`config.mk`:
```
export PLATFORM = sky130hd
export DESIGN_NAME = t1fa_aligner
export DESIGN_NICKNAME = d
export VERILOG_FILES = /design/src/rtl/t1fa_pkg.sv /design/src/rtl/t1fa_pos_ctr.sv /design/src/rtl/t1fa_cand_ram.sv /design/src/rtl/t1fa_cand_eval.sv /design/src/rtl/t1fa_aligner.sv
export SDC_FILE = /design/constraint.sdc
export NUM_CORES = 2
export LEC_CHECK = 0
export BUFFER_PORTS_ARGS = -buffer_cell sky130_fd_sc_hd__buf_4
export CAP_MARGIN = 15
export CELL_PAD_IN_SITES_DETAIL_PLACEMENT = 1
export CELL_PAD_IN_SITES_GLOBAL_PLACEMENT = 2
export CORE_MARGIN = 4
export CORE_UTILIZATION = 50
export CTS_CLUSTER_SIZE = 12
export DETAILED_ROUTE_END_ITERATION = 10
export PLACE_DENSITY_LB_ADDON = 0.1
export SETUP_SLACK_MARGIN = 0.4
export SLEW_MARGIN = 20
export SYNTH_ARGS = -nofsm -noshare
export SYNTH_HDL_FRONTEND = slang
export SYNTH_HIERARCHICAL = 1
export SYNTH_SLANG_ARGS = --single-unit
```
`constraint.sdc`:
```
create_clock -name clk -period 16.8 [get_ports clk]
set_clock_uncertainty 0.2 [all_clocks]
set_input_delay 3.36 -clock clk [delete_from_list [all_inputs] [get_ports clk]]
set_output_delay 3.36 -clock clk [all_outputs]
set_load 0.005 [all_outputs]
```
`src/rtl/t1fa_pkg.sv`:
```
package t1fa_pkg;

  localparam int HIST_W = 3;

  typedef enum logic [1:0] {
    S_ARM  = 2'd0,
    S_SCAN = 2'd1,
    S_LATE = 2'd2,
    S_LOCK = 2'd3
  } srch_state_e;

  typedef struct packed {
    logic              alive;
    logic [HIST_W-1:0] hist;
  } cand_t;

  // history bit [2] is the oldest sample, bit [0] the newest
  function automatic logic hist_valid(input logic esf, input logic [HIST_W-1:0] h);
    if (esf) return !((h == 3'b000) || (h == 3'b111));
    return (h == 3'b010) || (h == 3'b101);
  endfunction

  function automatic logic hist_predict(input logic esf, input logic [HIST_W-1:0] h);
    if (esf) begin
      case (h)
        3'b010, 3'b100, 3'b101: return 1'b1;
        default:                return 1'b0;
      endcase
    end
    return ~h[0];
  endfunction

endpackage

```
`src/rtl/t1fa_pos_ctr.sv`:
```
module t1fa_pos_ctr #(
  parameter int FRAME_BITS = 193,
  parameter int D4_FRAMES  = 2,
  parameter int ESF_FRAMES = 4,
  parameter int POS_W      = $clog2(FRAME_BITS * ESF_FRAMES)
) (
  input  logic             clk,
  input  logic             rst,
  input  logic             bit_en,
  input  logic             esf_mode,
  output logic [POS_W-1:0] pos,
  output logic [POS_W-1:0] last_pos
);

  localparam int D4_LEN  = FRAME_BITS * D4_FRAMES;
  localparam int ESF_LEN = FRAME_BITS * ESF_FRAMES;

  assign last_pos = esf_mode ? POS_W'(ESF_LEN - 1) : POS_W'(D4_LEN - 1);

  always_ff @(posedge clk) begin
    if (rst) begin
      pos <= '0;
    end else if (bit_en) begin
      if (pos >= last_pos) pos <= '0;
      else                 pos <= pos + 1'b1;
    end
  end

  p_pos_in_span_r2: assert property (@(posedge clk) disable iff (rst)
    pos <= last_pos);

  // candidate RAM read is prefetched one cycle ahead of each strobe
  p_strobe_gap_r2: assert property (@(posedge clk) disable iff (rst)
    bit_en |=> !bit_en);

endmodule

```
`src/rtl/t1fa_cand_ram.sv`:
```
module t1fa_cand_ram #(
  parameter int DEPTH = 772,
  parameter int WIDTH = 4,
  parameter int AW    = $clog2(DEPTH)
) (
  input  logic             clk,
  input  logic             we,
  input  logic [AW-1:0]    waddr,
  input  logic [WIDTH-1:0] wdata,
  input  logic [AW-1:0]    raddr,
  output logic [WIDTH-1:0] rdata
);

  logic [WIDTH-1:0] mem [DEPTH];

  always_ff @(posedge clk) begin
    if (we) mem[waddr] <= wdata;
    rdata <= mem[raddr];
  end

endmodule

```
`src/rtl/t1fa_cand_eval.sv`:
```
module t1fa_cand_eval
  import t1fa_pkg::*;
#(
  parameter int CNT_W      = 5,
  parameter int CHECK_FROM = HIST_W
) (
  input  logic             esf_mode,
  input  logic [CNT_W-1:0] span_cnt,
  input  cand_t            rd_ent,
  input  logic             rx_bit,
  output cand_t            wr_ent,
  output logic             alive
);

  logic first_span;
  logic checking;
  logic hit;

  assign first_span = (span_cnt == '0);
  assign checking   = (span_cnt >= CNT_W'(CHECK_FROM));
  assign hit        = hist_valid(esf_mode, rd_ent.hist) &&
                      (rx_bit == hist_predict(esf_mode, rd_ent.hist));

  always_comb begin
    if (first_span) begin
      alive       = 1'b1;
      wr_ent.hist = {{(HIST_W-1){1'b0}}, rx_bit};
    end else begin
      alive       = checking ? (rd_ent.alive && hit) : rd_ent.alive;
      wr_ent.hist = {rd_ent.hist[HIST_W-2:0], rx_bit};
    end
    wr_ent.alive = alive;
  end

endmodule

```
`src/rtl/t1fa_aligner.sv`:
```
module t1fa_aligner
  import t1fa_pkg::*;
#(
  parameter int FRAME_BITS    = 193,
  parameter int D4_FRAMES     = 2,
  parameter int ESF_FRAMES    = 4,
  parameter int DECIDE_SPANS  = 10,
  parameter int TIMEOUT_SPANS = 24,
  parameter int POS_W         = $clog2(FRAME_BITS * ESF_FRAMES)
) (
  input  logic             clk,
  input  logic             rst,
  input  logic             bit_en,
  input  logic             rx_bit,
  input  logic             esf_mode,
  input  logic             reframe_req,
  output logic             in_frame,
  output logic [POS_W-1:0] align_pos,
  output logic             freeze,
  output logic             fbit_strobe,
  output logic             lock_strobe
);

  localparam int MAX_SPAN = FRAME_BITS * ESF_FRAMES;
  localparam int CNT_W    = $clog2(TIMEOUT_SPANS + 1);
  localparam int ENT_W    = $bits(cand_t);
  localparam logic [CNT_W-1:0] DECIDE_AT = CNT_W'(DECIDE_SPANS - 1);
  localparam logic [CNT_W-1:0] LATE_AT   = CNT_W'(TIMEOUT_SPANS - 1);
  localparam logic [CNT_W-1:0] LATE_SPAN = CNT_W'(TIMEOUT_SPANS);

  srch_state_e      state;
  logic [POS_W-1:0] pos, last_pos, start_pos, end_pos, surv_pos, pick_pos, next_start;
  logic [CNT_W-1:0] span_cnt;
  logic [1:0]       surv_cnt, surv_next;
  logic             opens, active, at_end, cand_alive;
  logic [ENT_W-1:0] rd_raw;
  cand_t            rd_ent, wr_ent;

  t1fa_pos_ctr #(
    .FRAME_BITS(FRAME_BITS), .D4_FRAMES(D4_FRAMES),
    .ESF_FRAMES(ESF_FRAMES), .POS_W(POS_W)
  ) u_pos (
    .clk(clk), .rst(rst), .bit_en(bit_en), .esf_mode(esf_mode),
    .pos(pos), .last_pos(last_pos)
  );

  t1fa_cand_ram #(.DEPTH(MAX_SPAN), .WIDTH(ENT_W), .AW(POS_W)) u_ram (
    .clk(clk), .we(active), .waddr(pos), .wdata(wr_ent),
    .raddr(pos), .rdata(rd_raw)
  );

  assign rd_ent = cand_t'(rd_raw);

  t1fa_cand_eval #(.CNT_W(CNT_W), .CHECK_FROM(HIST_W)) u_eval (
    .esf_mode(esf_mode), .span_cnt(span_cnt), .rd_ent(rd_ent),
    .rx_bit(rx_bit), .wr_ent(wr_ent), .alive(cand_alive)
  );

  assign end_pos    = (start_pos == '0) ? last_pos : start_pos - 1'b1;
  assign at_end     = (pos == end_pos);
  assign opens      = (state == S_ARM) && (pos == start_pos);
  assign active     = bit_en && (opens || state == S_SCAN || state == S_LATE);
  assign surv_next  = (cand_alive && surv_cnt != 2'd2) ? surv_cnt + 1'b1 : surv_cnt;
  assign pick_pos   = (surv_cnt == 2'd0) ? pos : surv_pos;
  assign next_start = (align_pos >= last_pos) ? '0 : align_pos + 1'b1;

  always_ff @(posedge clk) begin
    if (rst) begin
      state       <= S_ARM;
      start_pos   <= '0;
      span_cnt    <= '0;
      surv_cnt    <= '0;
      surv_pos    <= '0;
      align_pos   <= '0;
      in_frame    <= 1'b0;
      freeze      <= 1'b1;
      fbit_strobe <= 1'b0;
      lock_strobe <= 1'b0;
    end else begin
      fbit_strobe <= 1'b0;
      lock_strobe <= 1'b0;
      if (reframe_req) begin
        state    <= S_ARM;
        span_cnt <= '0;
        surv_cnt <= '0;
        in_frame <= 1'b0;
        freeze   <= 1'b1;
        if (state == S_LOCK) start_pos <= next_start;
      end else begin
        case (state)
          S_LOCK: begin
            fbit_strobe <= bit_en && (pos == align_pos);
          end
          S_LATE: begin
            if (active) begin
              if (cand_alive) begin
                state       <= S_LOCK;
                align_pos   <= pos;
                in_frame    <= 1'b1;
                freeze      <= 1'b0;
                lock_strobe <= 1'b1;
              end else if (at_end) begin
                state    <= S_ARM;
                span_cnt <= '0;
                surv_cnt <= '0;
              end
            end
          end
          default: begin
            if (active) begin
              if (at_end) begin
                surv_cnt <= '0;
                if (span_cnt < DECIDE_AT) begin
                  state    <= S_SCAN;
                  span_cnt <= span_cnt + 1'b1;
                end else if (surv_next == 2'd0) begin
                  state    <= S_ARM;
                  span_cnt <= '0;
                end else if (surv_next == 2'd1) begin
                  state       <= S_LOCK;
                  align_pos   <= pick_pos;
                  in_frame    <= 1'b1;
                  freeze      <= 1'b0;
                  lock_strobe <= 1'b1;
                end else if (span_cnt == LATE_AT) begin
                  state    <= S_LATE;
                  span_cnt <= LATE_SPAN;
                end else begin
                  span_cnt <= span_cnt + 1'b1;
                end
              end else begin
                state    <= S_SCAN;
                surv_cnt <= surv_next;
                if (cand_alive && surv_cnt == 2'd0) surv_pos <= pos;
              end
            end
          end
        endcase
      end
    end
  end

  p_fbit_needs_lock_r10: assert property (@(posedge clk) disable iff (rst)
    fbit_strobe |-> in_frame);

  p_lock_pulse_edge_r10: assert property (@(posedge clk) disable iff (rst)
    lock_strobe |-> (in_frame && !$past(in_frame)));

  p_reframe_drops_r8: assert property (@(posedge clk) disable iff (rst)
    reframe_req |=> !in_frame);

  p_align_stable_r5: assert property (@(posedge clk) disable iff (rst)
    (in_frame && $past(in_frame)) |-> $stable(align_pos));

  p_freeze_in_search_r9: assert property (@(posedge clk) disable iff (rst)
    !in_frame |-> freeze);

  p_span_bound_r7: assert property (@(posedge clk) disable iff (rst)
    span_cnt <= LATE_SPAN);

endmodule

```
==> run_results.csv <==
group,metric,value,unit
run_status,status,"finished clean",
worst_hold_path,worstHoldPathCells,2,
worst_setup_path,reg2reg_depth,11,
worst_setup_path,crit_path_end,"u_ram/rdata[2]$_DFF_P_",
synthesis,synthFlopType,"edfxtp_1",
sta,final.setup.tns,0,ns
global_routing,antenna_found_initial,22,
cells_and_area,drive_gt1_share,20.5,%
synthesis,synthMuxAreaShare,15.2,%
sta,slew_headroom,17.1,%
worst_setup_path,worst-setup-path-type,"flop to flop",
worst_setup_path,crit_chain,"buf_4, buf_12, buf_12, buf_4, mux4_2, a22oi_1, a21oi_1, nor4_1, o21ai_0, o221ai_1, o2111ai_1",
floorplan,ios,20,
clocking,cts_sinks,3145,
synthesis,netlist_area,126000,um^2
sta,hold_viol,0,
global_routing,gr-total-overflow,0,
synthesis,synth-simple-area-share,4.42,%
floorplan,rows,183,
place,hpwl,207000,um
worst_setup_path,critPathSlowestCell,"buf_4",
worst_setup_path,r2r-end,"u_ram/rdata[2]$_DFF_P_",
sta,worst_slack,9.42,ns
power,vdd_drop_max,0.126,mV
clocking,clkLatencyLatePin,0.96,ns
place,gp_congestion,0.813,
sta,rsz0062_at_grt,"no",
clocking,cts_tree,"yes",
synthesis,synthAdderAreaFrac,0.197,%
floorplan,start_util,50.4,%
worst_hold_path,min_path_type,"flop to flop",
sta,setup_violations,0,
synthesis,ys_seq_elements,3145,
route,vias,65700,
synthesis,synth_compound_area_share,3.35,%
sta,min_period,7.38,ns
cells_and_area,fin_cells,10200,
worst_hold_path,hp-start,"surv_pos[5]$_SDFFE_PP0P_",
clocking,cts_buffer_depth,4,
synthesis,avgSynthCellArea,19.0,um^2
floorplan,die_y,509,um
sta,slew_viol_final,0,
worst_setup_path,crit_arrival,7.90,ns
synthesis,yosysSeqAreaShare,74.6,%
job,cap_violations,0,
synthesis,async_flop_share,0,%
route,vias_per_cell,6.47,
synthesis,ys.warnings.count,6,
clocking,cts-resized-gates,0,
place,pre_cts_ws,8.79,ns
route,finalWirelength,360000,um
clocking,cts_root_buffer,"clkbuf_16",
synthesis,synthXorXnorAreaFrac,0.265,%
worst_setup_path,crit_required,17.32,ns
sta,period_share,43.9,%
sta,tightest_slew,1.24,ns
synthesis,synthTopCellsByArea,"edfxtp_1 74%, mux4_2 13%, nor2_1 2.6%",
synthesis,synth_top_family_by_area,"multiplexers",
clocking,cts-hold-fix-buffers,0,
route,post-route-drc-count,0,
place,io_buffers,19,
floorplan,die_x,509,um
route,final_antenna_net_count,0,
global_routing,grt_pass1_wl,516000,um
worst_setup_path,reg2reg_from,"u_pos/pos[0]$_SDFFE_PP0P_",
worst_setup_path,start_kind,"flop",
clocking,cts_buffers,343,
sta,fmax,136,MHz
power,power_leakage,48.2,nW
route,wl_per_cell,35.4,um
cells_and_area,fin_nets,6658,
worst_setup_path,end_kind,"flop",
worst_setup_path,cpPeakStageDelay,0.82,ns
global_routing,first_global_vias,68000,
floorplan,die-area,260000,um^2
power,power_density,129,nW/um^2
cells_and_area,final_util,55.9,%
global_routing,grt_usage,27.9,%
synthesis,synth_edf_count,3088,
floorplan,core,249000,um^2
synthesis,synth.largest_area_cell,"edfxtp_1",
route,drt_first_iter_violations,7992,
synthesis,netlist.area_leader.share,73.7,%
worst_setup_path,crit_fanout,92,
place,placedCellCount,9617,
worst_setup_path,crit_start,"u_pos/pos[0]$_SDFFE_PP0P_",
synthesis,ys_types,89,
route,drtPass1Iterations,6,
clocking,h-tree-depth,5,
global_routing,grt_max_degree,216,
cells_and_area,areaGrowthSynthToFinish,10.9,%
worst_setup_path,reg2reg_slack,9.42,ns
synthesis,syn_inst,6610,
clocking,clkTransAtPathRegs,0.06,ns
clocking,postCtsSetupBuffers,0,
==> final cells by class <==
class	count	area (um^2)
antenna	4	10.0
clock buffer	413	8930
clock inverter	128	961
fill	21400	110000
inverter	34	139
multi-input combinational	2960	30000
sequential	3145	93900
tap	3330	4170
timing repair buffer	149	1330
==> kinds of logic (layout without fill, tap and decap cells) <==
kind of cell	after synthesis	after routing
AOI/OAI and AO/OA	582	582
xor gates and xnor gates	38	38
adders and majority gates	20	20
buffers and inverters	510	724
DFF	3145	3145
muxes	994	994
other	2	11
and+or+nand+nor	1319	1319
==> how the worst min path moves through the flow <==
| stage | end |
|---|---|
| 2_1_floorplan | surv_pos[0]$_SDFFE_PP0P_ |
| 3_3_place_gp | surv_pos[2]$_SDFFE_PP0P_ |
| 3_5_place_dp | surv_pos[2]$_SDFFE_PP0P_ |
| 4_1_cts | surv_pos[2]$_SDFFE_PP0P_ |
| 5_1_grt | surv_pos[2]$_SDFFE_PP0P_ |
| 6_report | surv_pos[5]$_SDFFE_PP0P_ |
==> synthesized netlist by cell type, drive strengths merged, types with 7 or more instances <==
cell type and count:
a211oi 30, a21oi 110, a221oi 7, a22o 13, a22oi 96, a31oi 21
and2 15, and3 9, buf 215, clkbuf 261, dfxtp 57, edfxtp 3088
ha 19, inv 33, mux2 10, mux2i 254, mux4 730, nand2 194
nand2b 18, nand3 48, nand4 14, nor2 865, nor2b 15, nor3 78
nor3b 7, nor4 17, o21ai 47, o221ai 111, o22ai 60, o311ai 8
o31ai 12, or2 7, or3 12, xnor2 21, xor2 17
==> power breakdown <==
part	internal (mW)	switching, mW
sequential	8.53	0.0738
combinational	0.989	1.60
clock	3.94	2.90
total	13.5	4.57
==> cell usage in the layout, fill, tap and decap left out, types with 13 or more instances in the layout <==
cell / instances
mux2i_1: 254
xnor2_1: 21
a211oi_1: 20
clkinv_1: 69
a31oi_1: 21
a22oi_1: 96
clkbuf_1: 66
nand2_1: 188
nor2_1: 861
clkinv_2: 32
nand3_1: 16
a21oi_1: 108
dfxtp_1: 49
clkbuf_16: 347
bufinv_16: 13
edfxtp_1: 3088
mux4_2: 730
nand2b_1: 17
xor2_1: 17
buf_4: 131
nor3_1: 72
o22ai_1: 59
o221ai_1: 111
ha_1: 19
inv_1: 30
nand3_4: 32
buf_12: 14
a22o_1: 13
nor4_1: 17
o21ai_0: 39
==> layer usage <==
metal,vias up,GRT usage [%],routed length (um)
li1,26900,-,-
met1,35600,39.6,146000
met2,2772,45.4,176000
met3,540,4.17,25800
met4,2,8.73,12400
met5,-,0,17
==> state kept, by name, indices dropped and copies added (netlist names) <==
| name | cells |
|---|---|
| align_pos | 10 |
| fbit_strobe | 1 |
| freeze | 1 |
| in_frame | 1 |
| lock_strobe | 1 |
| span_cnt | 5 |
| start_pos | 10 |
| state | 2 |
| surv_cnt | 2 |
| surv_pos | 10 |
| u_pos/pos | 10 |
| u_ram/mem | 3088 |
| u_ram/rdata | 4 |
==> metrics by stage <==
step	hold slack, ns	total power [mW]	instance area [um^2]
after floorplan	0.263	10.6	126000
after global placement	0.276	11.4	129000
after detailed placement	0.290	11.4	129000
after CTS	0.306	18.2	139000
after global routing	0.335	18.7	139000
final	0.306	18.0	139000
==> critical path: cells and delay by family (launching register included) <==
family | cells | cell delay (ns)
buffers and inverters | 4 | 2.70
DFF | 1 | 0.81
AOI/OAI and AO/OA | 5 | 1.79
and+or+nand+nor | 1 | 0.67
muxes | 1 | 0.61
Power figures use the tool's default switching activity.
